[src/rtl/csg_pkg.sv]
package csg_pkg;
    localparam int WORD_W = 32;
    typedef logic [WORD_W-1:0] word_t;

    typedef enum logic [1:0] {
        PS_FILL   = 2'd0,
        PS_IDLE   = 2'd1,
        PS_COMMIT = 2'd2
    } port_state_e;

    typedef struct packed {
        logic  re;
        logic  we;
        word_t wdata;
    } mem_cmd_t;

    function automatic word_t csum_step(word_t sum, word_t old_w, word_t new_w);
        return sum - old_w + new_w;
    endfunction
endpackage

[src/rtl/csg_port_ctl.sv]
module csg_port_ctl
    import csg_pkg::*;
#(
    parameter int AW = 4
) (
    input  logic          clk,
    input  logic          rst,
    input  logic          req_valid,
    input  logic          req_we,
    input  logic [AW-1:0] req_addr,
    input  word_t         req_wdata,
    input  logic          halt,
    input  word_t         mem_rdata,
    output logic          req_ready,
    output logic          rsp_valid,
    output logic          port_busy,
    output mem_cmd_t      cmd,
    output logic [AW-1:0] cmd_addr,
    output word_t         sum,
    output logic          adj_valid,
    output logic [AW-1:0] adj_addr,
    output word_t         adj_delta,
    output logic          fill_done
);
    port_state_e   state;
    logic [AW-1:0] fill_ptr;
    logic [AW-1:0] wr_addr_q;
    word_t         wr_data_q;
    logic          take_rd, take_wr;

    assign take_rd = (state == PS_IDLE) && !halt && req_valid && !req_we;
    assign take_wr = (state == PS_IDLE) && !halt && req_valid && req_we;

    always_comb begin
        cmd       = '0;
        cmd_addr  = req_addr;
        req_ready = 1'b0;
        port_busy = 1'b0;
        adj_valid = 1'b0;
        adj_delta = wr_data_q - mem_rdata;
        case (state)
            PS_FILL: begin
                cmd.we    = 1'b1;
                cmd_addr  = fill_ptr;
                port_busy = 1'b1;
            end
            PS_IDLE: begin
                req_ready = !halt && !req_we;
                if (take_rd || take_wr) begin
                    cmd.re    = 1'b1;
                    port_busy = 1'b1;
                end
            end
            PS_COMMIT: begin
                cmd.we    = 1'b1;
                cmd.wdata = wr_data_q;
                cmd_addr  = wr_addr_q;
                req_ready = 1'b1;
                port_busy = 1'b1;
                adj_valid = 1'b1;
            end
            default: ;
        endcase
    end

    assign adj_addr  = wr_addr_q;
    assign fill_done = (state != PS_FILL);

    always_ff @(posedge clk) begin
        if (rst) begin
            state     <= PS_FILL;
            fill_ptr  <= '0;
            wr_addr_q <= '0;
            wr_data_q <= '0;
            sum       <= '0;
            rsp_valid <= 1'b0;
        end else begin
            rsp_valid <= take_rd;
            case (state)
                PS_FILL: begin
                    fill_ptr <= fill_ptr + 1'b1;
                    if (&fill_ptr) state <= PS_IDLE;
                end
                PS_IDLE: begin
                    if (take_wr) begin
                        wr_addr_q <= req_addr;
                        wr_data_q <= req_wdata;
                        state     <= PS_COMMIT;
                    end
                end
                PS_COMMIT: begin
                    sum   <= csum_step(sum, mem_rdata, wr_data_q);
                    state <= PS_IDLE;
                end
                default: state <= PS_IDLE;
            endcase
        end
    end
endmodule

[src/rtl/csg_walker.sv]
module csg_walker
    import csg_pkg::*;
#(
    parameter int AW = 4,
    parameter int PW = 8,
    parameter int CW = 16
) (
    input  logic          clk,
    input  logic          rst,
    input  logic          go,
    input  logic [PW-1:0] period,
    input  logic          port_busy,
    input  word_t         mem_rdata,
    input  logic          adj_valid,
    input  logic [AW-1:0] adj_addr,
    input  word_t         adj_delta,
    output logic          wk_re,
    output logic [AW-1:0] wk_addr,
    output logic          pass_done,
    output word_t         partial,
    output logic [CW-1:0] pass_cnt
);
    logic          active, pend;
    logic [AW:0]   rd_ptr;
    logic [PW-1:0] step_cnt;
    word_t         nxt;

    assign wk_addr = rd_ptr[AW-1:0];

    always_comb begin
        wk_re     = go && active && !rd_ptr[AW] && !port_busy && (step_cnt >= period);
        pass_done = active && rd_ptr[AW] && !pend;
        nxt       = partial;
        if (pend) nxt = nxt + mem_rdata;
        if (adj_valid && ({1'b0, adj_addr} < rd_ptr)) nxt = nxt + adj_delta;
    end

    always_ff @(posedge clk) begin
        if (rst) begin
            active   <= 1'b0;
            pend     <= 1'b0;
            rd_ptr   <= '0;
            step_cnt <= '0;
            partial  <= '0;
            pass_cnt <= '0;
        end else begin
            pend    <= wk_re;
            partial <= nxt;
            if (wk_re) rd_ptr <= rd_ptr + 1'b1;
            if (wk_re) step_cnt <= '0;
            else if (go && step_cnt < period) step_cnt <= step_cnt + 1'b1;
            if (pass_done) begin
                active   <= 1'b0;
                pass_cnt <= pass_cnt + 1'b1;
            end else if (!active && go) begin
                active  <= 1'b1;
                rd_ptr  <= '0;
                partial <= '0;
            end
        end
    end
endmodule

[src/rtl/csg_err_cap.sv]
module csg_err_cap
    import csg_pkg::*;
#(
    parameter int CW = 16
) (
    input  logic          clk,
    input  logic          rst,
    input  logic          pass_done,
    input  word_t         partial,
    input  word_t         sum,
    input  logic [CW-1:0] pass_cnt,
    input  logic          clear,
    output logic          err_flag,
    output logic [CW-1:0] err_pass,
    output word_t         err_expected,
    output word_t         err_found
);
    always_ff @(posedge clk) begin
        if (rst) begin
            err_flag     <= 1'b0;
            err_pass     <= '0;
            err_expected <= '0;
            err_found    <= '0;
        end else if (pass_done && (partial != sum)) begin
            err_flag     <= 1'b1;
            err_pass     <= pass_cnt;
            err_expected <= sum;
            err_found    <= partial;
        end else if (clear) begin
            err_flag     <= 1'b0;
            err_pass     <= '0;
            err_expected <= '0;
            err_found    <= '0;
        end
    end
endmodule

[src/rtl/csum_guard.sv]
module csum_guard
    import csg_pkg::*;
#(
    parameter int AW = 4,
    parameter int PW = 8,
    parameter int CW = 16
) (
    input  logic          clk,
    input  logic          rst,
    input  logic          req_valid,
    input  logic          req_we,
    input  logic [AW-1:0] req_addr,
    input  logic [31:0]   req_wdata,
    output logic          req_ready,
    output logic          rsp_valid,
    output logic [31:0]   rsp_rdata,
    output logic          mem_re,
    output logic          mem_we,
    output logic [AW-1:0] mem_addr,
    output logic [31:0]   mem_wdata,
    input  logic [31:0]   mem_rdata,
    input  logic          scan_en,
    input  logic [PW-1:0] scan_period,
    input  logic          err_clear,
    output logic [31:0]   csum,
    output logic [CW-1:0] pass_count,
    output logic          err_flag,
    output logic          halt_req,
    output logic [CW-1:0] err_pass,
    output logic [31:0]   err_expected,
    output logic [31:0]   err_found
);
    mem_cmd_t      pcmd;
    logic [AW-1:0] paddr, wk_addr, adj_addr;
    logic          port_busy, adj_valid, fill_done, wk_re, pass_done, go;
    word_t         adj_delta, partial;

    assign go = scan_en && !err_flag && fill_done;

    csg_port_ctl #(.AW(AW)) u_port (
        .clk(clk), .rst(rst), .req_valid(req_valid), .req_we(req_we),
        .req_addr(req_addr), .req_wdata(req_wdata), .halt(err_flag),
        .mem_rdata(mem_rdata), .req_ready(req_ready), .rsp_valid(rsp_valid),
        .port_busy(port_busy), .cmd(pcmd), .cmd_addr(paddr), .sum(csum),
        .adj_valid(adj_valid), .adj_addr(adj_addr), .adj_delta(adj_delta),
        .fill_done(fill_done)
    );

    csg_walker #(.AW(AW), .PW(PW), .CW(CW)) u_walk (
        .clk(clk), .rst(rst), .go(go), .period(scan_period), .port_busy(port_busy),
        .mem_rdata(mem_rdata), .adj_valid(adj_valid), .adj_addr(adj_addr),
        .adj_delta(adj_delta), .wk_re(wk_re), .wk_addr(wk_addr),
        .pass_done(pass_done), .partial(partial), .pass_cnt(pass_count)
    );

    csg_err_cap #(.CW(CW)) u_err (
        .clk(clk), .rst(rst), .pass_done(pass_done), .partial(partial), .sum(csum),
        .pass_cnt(pass_count), .clear(err_clear), .err_flag(err_flag),
        .err_pass(err_pass), .err_expected(err_expected), .err_found(err_found)
    );

    assign mem_re    = pcmd.re || wk_re;
    assign mem_we    = pcmd.we;
    assign mem_addr  = port_busy ? paddr : wk_addr;
    assign mem_wdata = pcmd.wdata;
    assign rsp_rdata = mem_rdata;
    assign halt_req  = err_flag;
endmodule

[config.mk]
export PLATFORM = sky130hd
export DESIGN_NAME = csum_guard
export DESIGN_NICKNAME = d
export VERILOG_FILES = /design/src/rtl/csg_pkg.sv /design/src/rtl/csg_port_ctl.sv /design/src/rtl/csg_walker.sv /design/src/rtl/csg_err_cap.sv /design/src/rtl/csum_guard.sv
export SDC_FILE = /design/constraint.sdc
export NUM_CORES = 1
export LEC_CHECK = 0
export ABC_AREA = 1
export BUFFER_PORTS_ARGS = -buffer_cell sky130_fd_sc_hd__buf_2
export CORE_ASPECT_RATIO = 2
export CORE_UTILIZATION = 60
export DETAILED_ROUTE_END_ITERATION = 10
export HOLD_SLACK_MARGIN = 0.05
export PLACE_DENSITY = 0.83
export SYNTH_ARGS = -nofsm -noshare
export SYNTH_HDL_FRONTEND = slang
export SYNTH_HIERARCHICAL = 1
export SYNTH_SLANG_ARGS = --single-unit
[constraint.sdc]
create_clock -name clk -period 4.5 [get_ports clk]
set_input_delay 0.9 -clock clk [delete_from_list [all_inputs] [get_ports clk]]
set_output_delay 0.9 -clock clk [all_outputs]
set_load 0.005 [all_outputs]
### After elaboration in Yosys (flattened, before gate mapping)

Cells that the tools add are included.
Widths: inputs -> output; s select.

* add/sub/neg operators: 9
* $lt $le $gt $ge: 3
* equal/unequal tests: 5
* muxes and demuxes: 26
* reduce and logical (&&, ||, !) cells: 34

Operator list (number)
* $mux 32: 8
* $add 32x32->32: 3
* $sub 32x32->32: 2
* $mux 16: 2
* $ne 32x32->1: 1
* $logic_and 1x1->1: 17
* $add 16x1->16 const B: 1
* $mux 5: 3
* $add 8x1->8 const B: 1
* $ge 8x8->1: 1
* $lt 8x8->1: 1
* $pmux 4 s2: 1
* $logic_not 1->1: 6
* $mux 1: 6
* $reduce_or 2->1: 3
* $add 5x1->5 const B: 1
* $lt 4x5->1: 1
* $add 4x1->4 const B: 1
* $mux 2: 2
* $mux 4: 1
* $ne 2x1->1 const B: 2
* $pmux 1 s2: 2
* $pmux 2 s2: 1
* $reduce_and 2->1: 2
* 6 further kinds: 8

* register bits: 219
* bits of input ports: 82

### Longest topological paths before layout

* depth in word-level cells: 13
* gate-level depth with buffers: 29

### Modules after synthesis

The synthesis kept the hierarchy.

By module, submodules not included
* csg_port_ctl: instances 1, cells each 1408, area each 8446.9 um^2, sequential area each 1501.4 um^2
* csg_walker: instances 1, cells each 1323, area each 7567.3 um^2, sequential area each 1261.2 um^2
* csg_err_cap: instances 1, cells each 466, area each 3887.5 um^2, sequential area each 1621.6 um^2
* csum_guard: instances 1, cells each 49, area each 310.3 um^2, sequential area each 0.0 um^2

### Worst setup path before layout

Ideal clock, no wire load.

* path type: input to register
* start: in mem_rdata[0]
* end: reg u_walk.partial[29]
* setup time: 0.109 ns
* arrival: 3.569 ns
* data required time: 4.391 ns
* slack: 0.822 ns
* stages: 23
* buffers on the path: 0
* cell sequence: ha_1 -> fa_1 -> o21ai_2 -> nand2_1 -> nand2_2 -> nand2_1 -> nand2_2 -> nand3_1 -> nand2_1 -> xor2_1 -> ha_1 -> a21oi_1 -> nor2_1 -> nor2_1 -> nand2_1 -> a21oi_1 -> nand2_1 -> nand2_1 -> nand3_1 -> nand2_1 -> inv_1 -> nand2_1 -> inv_1

* elaborated cells on any way between the ends: 7
* those cells by class: add/sub (3); mux (4)

RTL lines
* from (decl): line csum_guard.sv:21 `input logic [31:0] mem_rdata,`
* $sub 32x32->32 (*): line csg_port_ctl.sv:40 `adj_delta = wr_data_q - mem_rdata;`
* net adj_delta[18]: line csum_guard.sv:36 `word_t adj_delta, partial;`
* $add 32x32->32 (*): line csg_walker.sv:35 `if (adj_valid && ({1'b0, adj_addr} < rd_ptr)) nxt = nxt + adj_delta;`
* $mux 32 (*): line csg_walker.sv:35
* $mux 32: line csg_walker.sv:55 `end else if (!active && go) begin`
* $mux 32 (*): line csg_walker.sv:52 `if (pass_done) begin`
* to (signal assigned): line csg_walker.sv:48 `partial <= nxt;`
* to (decl): line csg_walker.sv:20 `output word_t partial,`

Mark *: on every way through the listed nets, which the timed path passes. The rest lies on a longest branch.
A chain may end at the register's enable or synchronous reset.

### Final worst setup path

* start: reg u_port.state[0]
* end: out mem_re

* cells in the longest elaborated chain, start to end: 11
* elaborated cells on any way between the ends: 20
* those cells by class: eq/ne (2); mux (3); reduce/logical (15)

RTL lines
* from (decl): line csg_port_ctl.sv:25 `port_state_e state;`
* from (signal assigned): line csg_port_ctl.sv:71 `state <= PS_FILL;`
* from (signal assigned): line csg_port_ctl.sv:82 `if (&fill_ptr) state <= PS_IDLE;`
* from (signal assigned): line csg_port_ctl.sv:88 `state <= PS_COMMIT;`
* $eq 2x1->1: line csg_port_ctl.sv:31, csg_port_ctl.sv:32, csg_port_ctl.sv:41
* $logic_and 1x1->1 (2 in a row): line csg_port_ctl.sv:31, csg_port_ctl.sv:32
* $logic_and 1x1->1 (on tied branches): line csg_port_ctl.sv:31, csg_port_ctl.sv:32
* $logic_or 1x1->1: line csg_port_ctl.sv:49 `if (take_rd || take_wr) begin`
* $mux 1: line csg_port_ctl.sv:49
* $pmux 1 s2 (*): line csg_port_ctl.sv:41 `case (state)`
* net port_busy: line csum_guard.sv:35 `logic port_busy, adj_valid, fill_done, wk_re, pass_done, go;`
* $logic_not 1->1 (*): line csg_walker.sv:31 `wk_re = go && active && !rd_ptr[AW] && !port_busy && (step_cnt >= period);`
* $logic_and 1x1->1 (*) (2 in a row): line csg_walker.sv:31
* net wk_re: line csum_guard.sv:35
* $logic_or 1x1->1 (*): line csum_guard.sv:62 `assign mem_re = pcmd.re || wk_re;`
* to (decl): line csum_guard.sv:17 `output logic mem_re,`

Marked as above.

==> flow_metrics.env <==
export IMPL_status="finished clean"
export IMPL_start_kind="flop"
export IMPL_hold_class="reg -> reg"
export IMPL_setup_viol=0
export IMPL_overflow=0
export IMPL_fin_ws_ns=0.439
export IMPL_ir_drop_v=0.000475
export IMPL_max_cap_violations=0
export IMPL_seq_area_frac_synth_pct=21.7
export IMPL_rr_worst_depth=23
export IMPL_wirelength_um=79000
export IMPL_hp_start="u_err/err_pass[14]"
export IMPL_p_per_area_nw_per_um2=231
export IMPL_grt_start_max_net_pins=89
export IMPL_syn_nets=3508
export IMPL_worstPathRequired_ns=3.60
export IMPL_pre_cts_slack_ns=-0.0258
export IMPL_die_area_um2=34500
export IMPL_area_growth_pct=13.4
export IMPL_max_freq_mhz=246
export IMPL_core_um2=33000
export IMPL_syn_avg_cell_area_um2=6.23
export IMPL_ys_ff_latch=219
export IMPL_numCtsBuffers=23
export IMPL_endpoint_kind="primary output"
export IMPL_cts_sinks=219
export IMPL_rsz0062_at_grt="false"
export IMPL_dr_pass1_iters=7
export IMPL_dp_final_hpwl_um=62700
export IMPL_synth_most_common_cell="nand2_1"
export IMPL_synth_edf_count=0
export IMPL_drt_iter0_drc=1868
export IMPL_syn_area_um2=20200
export IMPL_ctsLongestPathBuffers=3
export IMPL_finalCritPeriodShare_pct=90.2
export IMPL_grt_pass1_wl_um=118000
export IMPL_ioPinCount=284
export IMPL_drc_errors=0
export IMPL_synthFlopType="dfxtp_1"
export IMPL_holdPathStages=2
export IMPL_reg2reg_to="u_walk/partial[31]"
export IMPL_ys_warn_count=6
export IMPL_layout_nets=3784
export IMPL_fillers=2897
export IMPL_grt_use_met1_pct=41.7
export IMPL_num_rows=94
export IMPL_worstPathArrival_ns=3.16
export IMPL_max_slew_margin_pct=37.2
export IMPL_synth_top_area_share_pct=21.7
export IMPL_fin_setup_tns_ns=0
export IMPL_synth_area_top_cells="dfxtp_1 22%, nand2_1 16%, inv_1 11%, ha_1 9.0%, a21oi_1 7.1%"
export IMPL_antenna_found_initial=2
export IMPL_htreeDepth=1
export IMPL_viasPerCell=5.77
export IMPL_ys_types=54
export IMPL_async_reset_ff_share_pct=0
export IMPL_rr_startpoint="u_walk/partial[0]"
export IMPL_grt_met3_usage_pct=6.87
export IMPL_root_buffer="clkbuf_16"
export IMPL_p_leak_nw=12.7
export IMPL_yosys_area_top_type="dfxtp_1"
export IMPL_use_met2_pct=80.0
export IMPL_wl_per_cell_um=19.9
export IMPL_min_period_ns=4.06
export IMPL_track_usage_pct=44.7
export IMPL_rrSetupSlack_ns=0.57
export IMPL_grt_pass1_vias=22700
export IMPL_synth_common_cells="858 x nand2_1, 603 x inv_1, 288 x a21oi_1"
export IMPL_hold_end="u_err/err_pass[14]"
export IMPL_tightestPinTransition_ns=0.941
export IMPL_start_util_pct=61.2
export IMPL_die_x_um=132
export IMPL_grt_busiest_layer="met2"
export IMPL_cp_max_fo=11
export IMPL_ant_nets=0
export IMPL_gp_congestion=1.04
export IMPL_clk_latency_ns=0.57
export IMPL_cts_clk_slew_worst_paths_ns=0.06
export IMPL_cts_resized_gates=0
export IMPL_postCtsSetupBuffers=0
export IMPL_die_h_um=262
export IMPL_finalHoldViolations=0
export IMPL_final_max_slew_violation_count=0
export IMPL_cts_tree="done"
export IMPL_path_class="reg -> out"
export IMPL_hold_ws_ns=0.469
export IMPL_skew_ns=0.0258
export IMPL_synthCells=3246
export IMPL_num_vias=22900
export IMPL_portBuffers=283
export IMPL_drive_above_1_share_pct=15.0
export IMPL_cts_hold_buffers=0
## state kept, by name, indices dropped and copies added (netlist names)
register            count
u_walk/pend             1
u_err/err_pass         16
u_err/err_expected     32
u_err/err_flag          1
u_walk/active           1
u_walk/pass_cnt        16
u_err/err_found        32
u_walk/rd_ptr           5
u_port/fill_ptr         4
u_port/rsp_valid        1
u_port/sum             32
u_walk/step_cnt         8
u_port/adj_addr         4
u_port/wr_data_q       32
u_port/state            2
u_walk/partial         32
## through the flow
stage                     instances  utilization [%]  power [W]  area [um^2]
after floorplan                3246                -    0.00280        20200
after global placement         3929             66.9    0.00316        22100
after detailed placement       3929             66.9    0.00319        22100
after CTS                      3970             69.3    0.00525        22900
after global routing           3972             69.3    0.00546        22900
final                          3974             69.4    0.00529        22900
## kinds of logic after synthesis
family	after synthesis	synth area share (%)
buffers and inverters	732	15.0
DFF	219	21.7
AOI/OAI and AO/OA	481	13.1
and+or+nand+nor	1548	34.1
xor gates and xnor gates	86	3.73
adders and majority gates	180	12.4
## cell usage in the layout (no fill, tap or decap), types with 44 or more instances in the layout
| master | instances |
|---|---|
| nand2_1 | 858 |
| inv_1 | 602 |
| a21oi_1 | 288 |
| buf_2 | 282 |
| nand3_1 | 268 |
| nor2_1 | 242 |
| dfxtp_1 | 219 |
| ha_1 | 145 |
| o21ai_0 | 95 |
| buf_4 | 91 |
| nand3_2 | 60 |
| xor2_1 | 44 |
## cell type report
type / count / area, um^2 / share of cell area [%]
timing repair buffer: 374 / 2110 / 9.19
clock buffer: 28 / 624 / 2.72
multi-input combinational: 2295 / 12800 / 55.8
antenna: 4 / 10.0 / 0.0437
inverter: 609 / 2290 / 10.0
clock inverter: 13 / 174 / 0.759
tap: 432 / 541 / 2.36
sequential: 219 / 4380 / 19.1
## how the worst max path moves through the flow
stage	from	slack (ns)	cells past startpoint	end
4_1_cts	u_port/state[0]	0.52	9	mem_re
3_3_place_gp	mem_rdata[0]	0.02	25	u_walk/partial[26]
6_report	u_port/state[0]	0.44	9	mem_re
5_1_grt	mem_rdata[0]	0.14	22	u_walk/partial[14]
2_1_floorplan	mem_rdata[0]	0.82	23	u_walk/partial[29]
3_5_place_dp	mem_rdata[0]	-0.03	25	u_walk/partial[30]
## critical path, stage by stage, from the launching register on
cell	delay, ns
dfxtp_1	0.38
inv_1	0.09
ha_1	0.34
nor2_1	0.43
a21oi_1	0.27
nor4_1	0.31
nand2_1	0.20
inv_1	0.30
or2_2	0.17
buf_2	0.10
## power by group
group	switching, W	total, W	internal [W]
Sequential	0.0000316	0.00199	0.00196
Combinational	0.000810	0.00120	0.000390
Clock	0.000918	0.00209	0.00117
## layer usage
layer  wire length, um  vias up
met2             38500     1288
met5                 0        -
met1             25400    10400
li1                  -    10800
met4              9350        0
met3              5810      445
No activity file was read; power rests on OpenSTA's default activity.
